--- config.mk ---
export PLATFORM = sky130hd
export DESIGN_NAME = mii_mgmt
export DESIGN_NICKNAME = d
export VERILOG_FILES = /design/src/rtl/mii_mgmt_pkg.sv /design/src/rtl/mii_mgmt_seq.sv /design/src/rtl/mii_mgmt_stat.sv /design/src/rtl/mii_mgmt.sv
export SDC_FILE = /design/constraint.sdc
export NUM_CORES = 1
export LEC_CHECK = 0
export BUFFER_PORTS_ARGS = -buffer_cell sky130_fd_sc_hd__buf_2
export CELL_PAD_IN_SITES_DETAIL_PLACEMENT = 1
export CELL_PAD_IN_SITES_GLOBAL_PLACEMENT = 2
export CORE_MARGIN = 2
export CORE_UTILIZATION = 25
export CTS_BUF_LIST = sky130_fd_sc_hd__clkbuf_4 sky130_fd_sc_hd__clkbuf_8
export DETAILED_ROUTE_END_ITERATION = 10
export GPL_ROUTABILITY_DRIVEN = 1
export PLACE_DENSITY_LB_ADDON = 0.2
export SLEW_MARGIN = 30
export SYNTH_ARGS = -nofsm -noshare
export SYNTH_HDL_FRONTEND = slang
export SYNTH_SLANG_ARGS = --single-unit
export TNS_END_PERCENT = 20
--- constraint.sdc ---
create_clock -name clk_i -period 2 [get_ports clk_i]
set_input_delay 0.6 -clock clk_i [delete_from_list [all_inputs] [get_ports clk_i]]
set_output_delay 0.6 -clock clk_i [all_outputs]
set_load 0.005 [all_outputs]
--- src/rtl/mii_mgmt_pkg.sv ---
package mii_mgmt_pkg;
  localparam int HOST_AW = 2;
  localparam int HOST_DW = 32;
  typedef enum logic [HOST_AW-1:0] {
    REG_CTRL = 2'd0,
    REG_DATA = 2'd1,
    REG_STAT = 2'd2,
    REG_CLK  = 2'd3
  } host_reg_e;
  localparam int CTRL_PHY_LSB = 5;
  localparam int CTRL_WR_BIT  = 15;
  localparam int CTRL_USE_BIT = 16;
  localparam int STAT_ERR_BIT = 0;
  localparam int STAT_LNK_BIT = 3;
  localparam int CLK_DIV_W    = 8;
  localparam int CLK_EN_BIT   = 8;
endpackage

--- src/rtl/mii_mgmt_seq.sv ---
module mii_mgmt_seq #(
  parameter int TIMEOUT_CYC = 64
) (
  input  logic clk_i,
  input  logic rst_ni,
  input  logic start_i,
  input  logic abort_i,
  input  logic is_write_i,
  input  logic rsp_valid_i,
  input  logic rsp_err_i,
  output logic busy_o,
  output logic rd_ok_o,
  output logic err_o
);
  localparam int CW = $clog2(TIMEOUT_CYC + 1);

  logic          busy_q;
  logic [CW-1:0] cnt_q;
  logic          expire, rsp;

  assign expire  = busy_q && !rsp_valid_i && (cnt_q == CW'(TIMEOUT_CYC - 1));
  assign rsp     = busy_q && rsp_valid_i && !abort_i;
  assign rd_ok_o = rsp && !is_write_i && !rsp_err_i;
  assign err_o   = (rsp && !is_write_i && rsp_err_i) || (expire && !abort_i);
  assign busy_o  = busy_q;

  always_ff @(posedge clk_i or negedge rst_ni) begin
    if (!rst_ni) begin
      busy_q <= 1'b0;
      cnt_q  <= '0;
    end else if (busy_q) begin
      if (abort_i || rsp_valid_i || expire) begin
        busy_q <= 1'b0;
        cnt_q  <= '0;
      end else begin
        cnt_q <= cnt_q + 1'b1;
      end
    end else if (start_i) begin
      busy_q <= 1'b1;
      cnt_q  <= '0;
    end
  end
endmodule

--- src/rtl/mii_mgmt_stat.sv ---
module mii_mgmt_stat (
  input  logic       clk_i,
  input  logic       rst_ni,
  input  logic       set_err_i,
  input  logic       set_lnk_i,
  input  logic       clr_i,
  input  logic [3:0] clr_mask_i,
  output logic [3:0] stat_o
);
  import mii_mgmt_pkg::*;

  logic err_q, lnk_q;

  // a set in the same cycle as a clear wins
  always_ff @(posedge clk_i or negedge rst_ni) begin
    if (!rst_ni) begin
      err_q <= 1'b0;
      lnk_q <= 1'b0;
    end else begin
      if (set_err_i) err_q <= 1'b1;
      else if (clr_i && clr_mask_i[STAT_ERR_BIT]) err_q <= 1'b0;
      if (set_lnk_i) lnk_q <= 1'b1;
      else if (clr_i && clr_mask_i[STAT_LNK_BIT]) lnk_q <= 1'b0;
    end
  end

  always_comb begin
    stat_o = '0;
    stat_o[STAT_ERR_BIT] = err_q;
    stat_o[STAT_LNK_BIT] = lnk_q;
  end
endmodule

--- src/rtl/mii_mgmt.sv ---
module mii_mgmt #(
  parameter int PHY_AW      = 5,
  parameter int REG_AW      = 5,
  parameter int DW          = 16,
  parameter int TIMEOUT_CYC = 64
) (
  input  logic              clk_i,
  input  logic              rst_ni,
  input  logic              host_we_i,
  input  logic [1:0]        host_addr_i,
  input  logic [31:0]       host_wdata_i,
  output logic [31:0]       host_rdata_o,
  input  logic              link_evt_i,
  output logic              req_o,
  output logic              req_we_o,
  output logic [PHY_AW-1:0] req_phy_o,
  output logic [REG_AW-1:0] req_reg_o,
  output logic [DW-1:0]     req_wdata_o,
  input  logic              rsp_valid_i,
  input  logic              rsp_err_i,
  input  logic [DW-1:0]     rsp_rdata_i,
  output logic              abort_o,
  output logic [7:0]        mdc_div_o,
  output logic              mdc_en_o
);
  import mii_mgmt_pkg::*;

  localparam int CLK_W = CLK_EN_BIT + 1;

  logic              busy, rd_ok, set_err;
  logic              ctrl_we, data_we, stat_we, clk_we, start, abort;
  logic [REG_AW-1:0] reg_q;
  logic [PHY_AW-1:0] phy_q;
  logic              wr_q;
  logic [DW-1:0]     data_q;
  logic [CLK_W-1:0]  clk_q;
  logic [3:0]        stat;

  assign ctrl_we = host_we_i && (host_addr_i == REG_CTRL);
  assign data_we = host_we_i && (host_addr_i == REG_DATA) && !busy;
  assign stat_we = host_we_i && (host_addr_i == REG_STAT);
  assign clk_we  = host_we_i && (host_addr_i == REG_CLK);
  assign start   = ctrl_we && !busy && host_wdata_i[CTRL_USE_BIT];
  assign abort   = ctrl_we && busy && host_wdata_i[CTRL_USE_BIT];

  always_ff @(posedge clk_i or negedge rst_ni) begin
    if (!rst_ni) begin
      reg_q  <= '0;
      phy_q  <= '0;
      wr_q   <= 1'b0;
      data_q <= '0;
      clk_q  <= '0;
    end else begin
      if (ctrl_we && !busy) begin
        reg_q <= host_wdata_i[REG_AW-1:0];
        phy_q <= host_wdata_i[CTRL_PHY_LSB +: PHY_AW];
        wr_q  <= host_wdata_i[CTRL_WR_BIT];
      end
      if (rd_ok)        data_q <= rsp_rdata_i;
      else if (data_we) data_q <= host_wdata_i[DW-1:0];
      if (clk_we) clk_q <= host_wdata_i[CLK_W-1:0];
    end
  end

  mii_mgmt_seq #(.TIMEOUT_CYC(TIMEOUT_CYC)) u_seq (
    .clk_i      (clk_i),
    .rst_ni     (rst_ni),
    .start_i    (start),
    .abort_i    (abort),
    .is_write_i (wr_q),
    .rsp_valid_i(rsp_valid_i),
    .rsp_err_i  (rsp_err_i),
    .busy_o     (busy),
    .rd_ok_o    (rd_ok),
    .err_o      (set_err)
  );

  mii_mgmt_stat u_stat (
    .clk_i     (clk_i),
    .rst_ni    (rst_ni),
    .set_err_i (set_err),
    .set_lnk_i (link_evt_i),
    .clr_i     (stat_we),
    .clr_mask_i(host_wdata_i[3:0]),
    .stat_o    (stat)
  );

  always_comb begin
    host_rdata_o = '0;
    unique case (host_addr_i)
      REG_CTRL: begin
        host_rdata_o[REG_AW-1:0]               = reg_q;
        host_rdata_o[CTRL_PHY_LSB +: PHY_AW]   = phy_q;
        host_rdata_o[CTRL_WR_BIT]              = wr_q;
        host_rdata_o[CTRL_USE_BIT]             = busy;
      end
      REG_DATA: host_rdata_o[DW-1:0]    = data_q;
      REG_STAT: host_rdata_o[3:0]       = stat;
      REG_CLK:  host_rdata_o[CLK_W-1:0] = clk_q;
      default:  host_rdata_o = '0;
    endcase
  end

  assign req_o       = busy;
  assign req_we_o    = wr_q;
  assign req_phy_o   = phy_q;
  assign req_reg_o   = reg_q;
  assign req_wdata_o = data_q;
  assign abort_o     = abort;
  assign mdc_div_o   = clk_q[CLK_DIV_W-1:0];
  assign mdc_en_o    = clk_q[CLK_EN_BIT];
endmodule

; Word-level counts from Yosys, hierarchy flattened
; Cells that the tools add are included.
[totals]
in_bits = 56
register_bits = 46
word_cells = 64
[op_classes]
muxes = 18
n_eq_ne = 4
n_reduce_logical = 32
n_addsub = 1
[op_table]
columns = cell, count
row1 = 16-bit 2-to-1 mux, 2
row2 = 7-bit 2-to-1 mux, 3
row3 = 1-bit logical AND, 19
row4 = 4-bit one-hot mux with 4 select lines, 1
row5 = 5-bit one-hot mux with 3 select lines, 1
row6 = 1-bit 2-to-1 mux, 8
row7 = 2-bit nonzero test, 4
row8 = 7-bit by 1-bit adder with 7-bit output (second input constant), 1
row9 = 7-bit by 6-bit == test with 1-bit output (second input constant), 1
row10 = 1-bit zero test, 5
row11 = 5-bit 2-to-1 mux, 1
row12 = 2-bit == test (second input constant), 2
row13 = 1-bit one-hot mux with 2 select lines, 2
row14 = 1-bit logical OR, 3
row15 = 2-bit by 1-bit == test with 1-bit output (second input constant), 1
row16 = 2-bit zero test, 1

; Longest topological paths before layout
; Gate-level depths: netlist of the first run.
[depth]
word_depth = 10
ltp_mapped = 7
mapped_depth_nobuf = 5

; By module
; A second synthesis of the first run with hierarchy kept.
[hier_totals]
hier_cells = 217
hier_area_um2 = 2568.7
[by_module_without_submodules]
columns = mod, cells_per_inst, area_each_um2, instances, seq_area_each_um2
row1 = mii_mgmt, 160, 2014.4, 1, 900.9
row2 = mii_mgmt_seq, 46, 447.9, 1, 200.2
row3 = mii_mgmt_stat, 11, 106.4, 1, 50.0

; Worst setup path after synthesis of the first run
; No wires, ideal clock.
[synth_path]
path_kind = input-to-output
startpoint = input host_addr_i[1]
endpoint = output host_rdata_o[1]
cell_stages = 4
arrival_time_ns = 1.473
required_time_ns = 1.400
setup_slack_ns = -0.073
cell_sequence = buf_4 > buf_2 > mux2_2 > a22o_1
[synth_between]
elab_chain_len = 2
elab_cells_between_ends = 5
classes_between = 3 x eq/ne / 1 x mux / 1 x reduce/logical
[synth_lines]
columns = item, line_no
row1 = start: declaration, mii_mgmt.sv:10  ; input logic [1:0] host_addr_i,
row2 = 2-bit == test (tied with other cells), mii_mgmt.sv:90  ; unique case (host_addr_i)
row3 = 4-bit one-hot mux with 4 select lines (*), mii_mgmt.sv:90
row4 = end: declaration, mii_mgmt.sv:12  ; output logic [31:0] host_rdata_o,
; Every way passes the cells marked *; elsewhere a longest branch is shown, timed or not.

; Final worst setup path of the first run
[layout_path]
startpoint = input host_addr_i[0]
endpoint = output host_rdata_o[0]
; The elaborated chain is that of the path after synthesis.

==> metrics, run 1 <==
met1 usage=18.5%; peak supply drop=249 uV; pwr dens=787 mW/mm^2; Unique masters post-synth=36; # IOs=126; post-route minimum period=1.99 ns; latest clock arrival within the worst-skew pair=0.29 ns; std cell rows=36; layout cells sized above 1=46.9%; Crit path arrival time=1.39 ns; GRT met2 Usage=23.5%; share of the synthesized area in the top cell type=46.6%; Max Cap Viol=0; area of the multi-input gates=0.00118 sq mm; Seq cells post-synth=46; Final Non-Filler Cells=459; wire per inst=15.8 um; Worst Path Required=1.40 ns; die outline width=103 um; synth top area cells=dfrtp_1, mux2_2, mux2i_1; Initial Util=25.5%; Total Power=2.60 mW; Final HPWL DP=5480 um; Total GRT Usage=13.9%; DRT iter0 DRCs=37; kind of end point of the critical path=primary output; Reg area=0.00115 sq mm; post-CTS setup buffer count=0; gr ovfl total=0; via count=1976; P&R area growth vs syn=33.7%; crit share post-route=99.7%; die height=103 um; first-pass GRT wire length=11200 um; register area share after synthesis=46.6%; kind of critical path=input pin to primary output; clock buffer depth=2; Synth Cell Area=0.00247 sq mm; cell accounting for the most synthesized area=dfrtp_1; GRT Max-Usage Layer=met2; Max stage delay on crit path=0.52 ns; port bufs=95; Clk Tree Root Cell=clkbuf_8; ys async rst share=100%; CP Cell Sequence=buf_8, mux4_2, buf_2; Worst Skew=0.00483 ns; CORE AREA=0.00968 sq mm; RSZ-0062 raised after global routing=true; GPL Wtd Cong=0.761; CTS Buf Count=5; # fillers=1117; prevailing post-synth register cell=dfrtp_1; Gate Count Post-Synth=217; top cells by count, synth=dfrtp_1, mux2_2, nor2_1, mux2i_1, buf_4; drt pass-1 iters=4; Max Fanout on Critical Path=8; leakage=1.63 nW; Syn Area/Cell=11.4 sq um; Fin. Hold Viols=0; Residual DRC=0; Total Routed Length=7270 um; status=finished clean; largest net degree at the start of global routing=33; worst min path class=input pin to asynchronous set/reset pin; final core utilization=34.1%; Final ANT Viol Nets=0; Worst Setup Start Kind=input pin; Post-synth EDFFs=0; number of inserted diodes=0; fmax=0.502 GHz; vias in the first global route=2038; clock sinks=46; NumNets Final=382; die area=0.0107 sq mm; CTS tree=yes; Cell Count Post-Placement=451; Slew Viols, Final=0; setup violators final=0; Ys Warns=0; vias per cell=4.31; grt met3 use=3.16%; top-count cell post-synth=dfrtp_1; Worst path slowest cell=mux4_2; Hold-fix buffers, CTS=0; H-tree depth=2; Fin Hold WS=0.244 ns; initial antenna violation count=0; Reg clk slew, reported paths=0.09 ns
-- path summary, 6_finish.rpt --
| check | from | to | slack [ns] | depth (start not counted) |
|---|---|---|---|---|
| max | host_addr_i[0] | host_rdata_o[0] | 0.007 | 3 |
| min | rst_ni | req_wdata_o[10] | 0.24 | 1 |
| max reg2reg | u_seq.cnt_q[0] | u_stat.err_q | 0.38 | 5 |
| min reg2reg | u_stat.lnk_q | u_stat.lnk_q | 0.50 | 1 |
| max in group asynchronous | rst_ni | u_seq.cnt_q[5] | 1.24 | 2 |
| min in group clk_i | link_evt_i | u_stat.lnk_q | 0.50 | 2 |
-- through the flow --
stage	area, sq um	setup slack (ns)	setup TNS (ns)
after floorplan	2530	0.00701	0
after global placement	3180	-0.218	-3.11
after detailed placement	3180	-0.224	-3.58
after CTS	3300	0.00821	0
after global routing	3300	-0.00900	-0.00900
final	3300	0.00678	0
-- metal layers --
metal / wire length [um] / vias up
li1: - / 947
met5: 0 / -
met4: 17 / 0
met1: 3340 / 975
met3: 387 / 2
met2: 3520 / 52
-- what timing repair did --
| item | CTS | global route |
|---|---|---|
| pin swaps | 0 | 1 |
| setup endpoints to repair | 17 | 4 |
| gates resized for setup | 8 | 1 |
| gates cloned | 0 | 0 |
-- sequential cells by signal, indices dropped and copies added (netlist names) --
name / flops
u_stat.err_q: 1
req_wdata_o: 16
u_seq.busy_o: 1
req_we_o: 1
u_stat.lnk_q: 1
req_phy_o: 5
clk_q: 9
req_reg_o: 5
u_seq.cnt_q: 7
-- cell usage in the layout, fill, tap and decap left out, types with 6 or more instances in the layout --
master    synthesis  routed
mux2_2           27      26
a22o_1            9       9
buf_2             3      93
buf_4            17      10
mux2i_1          18      18
and2_1            8       8
clkbuf_8          0       6
a21oi_1          16      16
buf_12            1       7
conb_1            1      15
dfrtp_1          46      46
nor2_1           23      23
a21o_1            6       6
-- worst max-delay path, delay by kind of cell --
kind | cells | cell delay [ns]
buf+inv | 2 | 0.27
mux | 1 | 0.52
-- power by group --
group / total [mW] / internal, mW / switching (mW)
combinational: 0.742 / 0.432 / 0.311
clock: 0.602 / 0.293 / 0.309
sequential: 1.25 / 1.11 / 0.143
total: 2.60 / 1.84 / 0.762
-- layout make-up --
type / count / share of cell area (%)
inverters: 2 / 0.227
repair buffers: 112 / 21.4
well taps: 133 / 5.04
clock inverters: 1 / 0.152
flip-flops and latches: 46 / 34.8
multi-input cells: 158 / 35.6
clock buffers: 7 / 2.73
-- kinds of logic (layout without fill, tap and decap cells) --
family	Yosys count	in the layout	synth area share, %
muxes	48	48	21.9
buffers and inverters	27	122	8.10
other	1	15	0.152
and+or+nand+nor	57	57	13.0
adders and majority gates	1	1	0.506
AOI/OAI and AO/OA	37	37	9.77
DFF	46	46	46.6
No activity file was read; power rests on OpenSTA's default activity.
==> inputs of run 2 (changes only) <==
- CORE_UTILIZATION: 25 -> 24
- CTS_BUF_LIST: sky130_fd_sc_hd__clkbuf_4 sky130_fd_sc_hd__clkbuf_8 -> sky130_fd_sc_hd__clkbuf_16
==> run 2 against run 1 <==
  * Sequential cell count unchanged
  * Utilization decreased by 0.84 points
  * Critical path type unchanged
  * Global-route usage decreased by 0.66 points
  * Largest power group unchanged
==> metrics, run 2 (same netlist as run 1, synthesis figures left out) <==
status=finished clean; layout cells sized above 1=47.7%; wire per inst=15.4 um; port bufs=95; Worst Path Required=1.40 ns; DRT iter0 DRCs=35; post-route minimum period=1.98 ns; setup ws final=0.0241 ns; CP Cell Sequence=buf_12, mux2_4, a22o_1, buf_2; Max stage delay on crit path=0.29 ns; Fin Hold WS=0.293 ns; vias in the first global route=2120; Clk Tree Root Cell=clkbuf_16; CTS Buf Count=5; Top delay family on crit path=multiplexers; Total GRT Usage=13.2%; std cell rows=37; initial antenna violation count=0; Final Non-Filler Cells=463; pwr dens=873 mW/mm^2; grt met3 use=3.09%; Slew Viols, Final=0; number of stages on the worst setup path=4; fmax=0.506 GHz; die outline width=105 um; drt pass-1 iters=4; Hold-fix buffers, CTS=0; kind of end point of the critical path=primary output; via count=1988; GPL Wtd Cong=0.715; GRT met2 Usage=22.0%; Initial Util=24.4%; H-tree depth=2; gr ovfl total=0; max reg flops=16; clock buffer depth=2; latest clock arrival within the worst-skew pair=0.29 ns; setup TNS=0 ns; final core utilization=33.3%; dpl ws=-0.203 ns; largest net degree at the start of global routing=47; Cell Count Post-Placement=455; Max Fanout on Critical Path=10; commonest non-fill, non-tap cell in the layout=buf_2; Total Power=2.95 mW; met1 usage=17.1%; post-CTS setup buffer count=0; Max Cap Viol=0; Worst path slowest cell=mux2_4; worst min path class=input pin to asynchronous set/reset pin; leakage=1.66 nW; peak supply drop=333 uV; Worst Skew=0.00603 ns; CTS tree=yes; kind of critical path=input pin to primary output; worst r2r path cells=5; Crit path arrival time=1.38 ns; number of inserted diodes=0; crit share post-route=98.8%; crit path buf inv count=2; first-pass GRT wire length=11400 um; setup violators final=0; # IOs=126; Fin. Hold Viols=0; Total Routed Length=7130 um; DP Area=0.00317 sq mm; RSZ-0062 raised after global routing=true; clock sinks=46; die area=0.0111 sq mm; vias per cell=4.29; Reg clk slew, reported paths=0.07 ns; Final ANT Viol Nets=0; die height=105 um; most used cells in the layout excluding fill and tap cells=buf_2, dfrtp_1, mux2_2; Final Instance Area=0.00337 sq mm; GRT Max-Usage Layer=met2; Residual DRC=0; Worst Setup Start Kind=input pin; Final HPWL DP=5160 um; NumNets Final=383; CORE AREA=0.0101 sq mm; P&R area growth vs syn=36.5%
-- run 2: cell count changes in the layout (fill, tap and decap cells not counted), sizes merged --
cell	change
buf	+1
bufinv	+1
clkbuf	-2
clkinv	+1
-- run 2: routing by layer --
metal / vias up / share of wire [%]
met3: 8 / 4.7
met2: 51 / 50
met5: - / 0
met1: 969 / 44
met4: 0 / 1.1
li1: 960 / -
-- run 2: worst paths after layout --
check	start	endpoint	slack [ns]
worst min-delay path	rst_ni	u_seq.busy_o	0.29
worst min register to register	u_stat.lnk_q	u_stat.lnk_q	0.49
worst max register to register	u_seq.cnt_q[0]	u_seq.cnt_q[5]	0.37
min in group clk_i	u_stat.lnk_q	u_stat.lnk_q	0.49
max in group asynchronous	rst_ni	req_wdata_o[1]	1.48
worst max-delay path	host_addr_i[1]	host_rdata_o[5]	0.02
-- run 2: area by class of cell --
cell class / count / area, sq um
clock buffers: 5 / 125
clock inverters: 3 / 40.0
fillers: 1173 / 6770
inverters: 2 / 7.51
multi-input cells: 158 / 1180
flip-flops and latches: 46 / 1150
well taps: 136 / 170
repair buffers: 113 / 698
-- run 2: power by group --
part           switching [mW]  internal, mW  total [mW]
clock                   0.366         0.586       0.952
sequential              0.140          1.11        1.25
combinational           0.311         0.431       0.742
-- run 2: repair_timing --
item	in CTS	in global routing
cloned	0	0
setup endpoints to repair	15	7
pin swaps	1	1
gates resized for setup	6	4
==> inputs of run 3 (changes only) <==
- CORE_UTILIZATION: 24 -> 25
- SYNTH_HIERARCHICAL: default -> 1
==> run 3 against run 2 <==
  * The flow now finishes with violations (setup timing)
  * Clock skew down 0.0028 ns
  * Synthesized area is 3.9% higher
  * Clock power increased by 12%
  * Highest routed layer unchanged
  * Count of clock-buffer cells in the layout unchanged
  * Worst setup slack worse by 0.081 ns
  * Global-route usage rose by 1.0 points
  * Critical path type unchanged
  * Maximum frequency down 4.0%
  * Sequential cell count unchanged
  * Sequential power barely moved
  * First-iteration DRC count increased by 54%
==> metrics, run 3 <==
Worst Path Required=1.40 ns; fmax=0.486 GHz; Syn Area/Cell=11.8 sq um; wire per inst=16.4 um; max reg flops=16; Synth Cell Area=0.00257 sq mm; cell accounting for the most synthesized area=dfrtp_1; failing checks=setup timing; worst min path class=input pin to asynchronous set/reset pin; setup violators final=9; Worst slew margin=65.6%; vias in the first global route=2236; vias per cell=4.45; via count=2093; final core utilization=35.2%; post-route minimum period=2.06 ns; Total Routed Length=7690 um; number of inserted diodes=0; commonest non-fill, non-tap cell in the layout=buf_2; setup ws final=-0.0573 ns; Post-synth EDFFs=0; Max Cap Viol=0; Reg2Reg Launch Point=u_seq/busy_o; latest clock arrival within the worst-skew pair=0.28 ns; top cells by count, synth=dfrtp_1, buf_4, mux2_2, and2_1, a21oi_1; largest family of logic cells by synthesized area=multiplexers; ys async rst share=100%; Fin. Hold Viols=0; top-count cell post-synth=dfrtp_1; die height=105 um; most used cells in the layout excluding fill and tap cells=buf_2, dfrtp_1, buf_4; # IOs=126; CTS Buf Count=5; Slew Viols, Final=0; Clock Power Share=34.6%; Reg clk slew, reported paths=0.06 ns; status=complete, but fails checks; NumNets Final=390; first-pass GRT wire length=12400 um; Gate power share=24.7%; drt pass-1 iters=5; kind of critical path=input pin to primary output; die outline width=105 um; Synth Area in Adders=0.487%; Unique masters post-synth=39; pwr dens=863 mW/mm^2; largest net degree at the start of global routing=21; Critical Path Start=host_addr_i[1]; kind of end point of the critical path=primary output; multiplexer area fraction after synthesis=21.5%; Sequential Power Share=40.6%; Gate Count Post-Synth=217; CORE AREA=0.0101 sq mm; Max Fanout on Critical Path=8; xor-xnor portion of the synthesized cell area=0%; share of the synthesized area in the top cell type=44.8%; CTS tree=yes; initial antenna violation count=0; Total GRT Usage=14.3%; gr ovfl total=0; prevailing post-synth register cell=dfrtp_1; Residual DRC=0; Compound-Gate Fraction of Synth Area=10.7%; Final ANT Viol Nets=0; H-tree depth=2; Clk Tree Root Cell=clkbuf_16; Int Pwr=2.27 mW; layout cells sized above 1=52.4%; synth top area cells=dfrtp_1, mux2_2, buf_4; crit share post-route=103%; Worst Setup Start Kind=input pin; simple-gate area share of the yosys netlist=13.8%; Worst-Margin Slew=0.514 ns; leakage=1.72 nW; std cell rows=37; peak supply drop=363 uV; clock buffer depth=2; clock sinks=46; RSZ-0062 raised after global routing=true; Seq cells post-synth=46; Psw=0.810 mW; register area share after synthesis=44.8%; Initial Util=25.3%; Worst Skew=0.00323 ns; Final HPWL DP=5880 um; GPL Wtd Cong=0.687; Ys Warns=6; DRT iter0 DRCs=54; die area=0.0111 sq mm; P&R area growth vs syn=38.8%; Fin Hold WS=0.252 ns; Sw Ratio=26.3%; port bufs=95; Crit path arrival time=1.46 ns
==> run 3: critical path: stages <==
cell    delay, ns
buf_8        0.11
buf_12       0.14
mux2_4       0.29
a22o_1       0.20
buf_2        0.12
==> run 3: power by group through the flow <==
stage / clock, mW / sequential [mW] / combinational (mW)
6_report: 1.07 / 1.25 / 0.761
5_1_grt: 1.13 / 1.28 / 0.841
4_1_cts: 1.10 / 1.25 / 0.766
3_5_place_dp: 0 / 1.26 / 0.740
3_3_place_gp: 0 / 1.26 / 0.722
2_1_floorplan: 0 / 1.25 / 0.387
==> run 3: logic make-up (layout without fill, tap and decap cells) <==
| family | after synthesis | after routing |
|---|---|---|
| other | 2 | 17 |
| buffers and inverters | 30 | 132 |
| adders and majority gates | 1 | 1 |
| and+or+nand+nor | 59 | 59 |
| DFF | 46 | 46 |
| muxes | 42 | 42 |
| AOI/OAI and AO/OA | 37 | 37 |
==> run 3: worst paths after layout <==
kind,end,slack (ns),depth (start not counted)
setup / recovery,host_rdata_o[7],-0.06,5
hold / removal,req_wdata_o[1],0.25,1
setup reg to reg,req_wdata_o[15],0.20,6
hold reg to reg,u_seq/cnt_q[6],0.49,1
max in group asynchronous,req_wdata_o[15],1.14,2
min in group clk_i,u_seq/cnt_q[6],0.49,1
==> run 3: final cells by class <==
| cell class | count | area, sq um |
|---|---|---|
| multi-input combinational | 156 | 1290 |
| timing repair buffer | 123 | 761 |
| tap | 136 | 170 |
| inverter | 1 | 3.75 |
| fill | 1138 | 6570 |
| clock inverter | 3 | 63.8 |
| clock buffer | 5 | 125 |
| sequential | 46 | 1150 |
==> run 3: through the flow <==
| stage | area (sq um) | cells | setup slack [ns] | setup TNS, ns | power, mW |
|---|---|---|---|---|---|
| global placement | 3310 | 460 | -0.272 | -6.70 | 1.98 |
| detailed placement | 3310 | 460 | -0.325 | -7.96 | 2.00 |
| floorplan | 2680 | 232 | -0.119 | -0.722 | 1.63 |
| global route | 3570 | 470 | -0.0847 | -0.654 | 3.26 |
| finish | 3570 | 470 | -0.0573 | -0.338 | 3.08 |
| CTS | 3550 | 470 | -0.0570 | -0.369 | 3.12 |
==> run 3: routing by layer <==
| metal | vias up | GRT usage [%] | part of all wire [%] |
|---|---|---|---|
| met5 | - | 0 | 0 |
| met4 | 0 | 4.57 | 1.4 |
| met3 | 7 | 3.34 | 5.0 |
| met2 | 51 | 24.0 | 49 |
| met1 | 1052 | 18.0 | 45 |
| li1 | 983 | - | - |
==> run 3: timing repair <==
action / in CTS / in global routing
endpoints found under the setup margin: 18 / 16
gates cloned: 0 / 0
setup buffers: 2 / 0
endpoints found under the hold margin: 0 / 0
pin swaps: 1 / 1
gates resized for setup: 19 / 4
hold buffers: 0 / 0
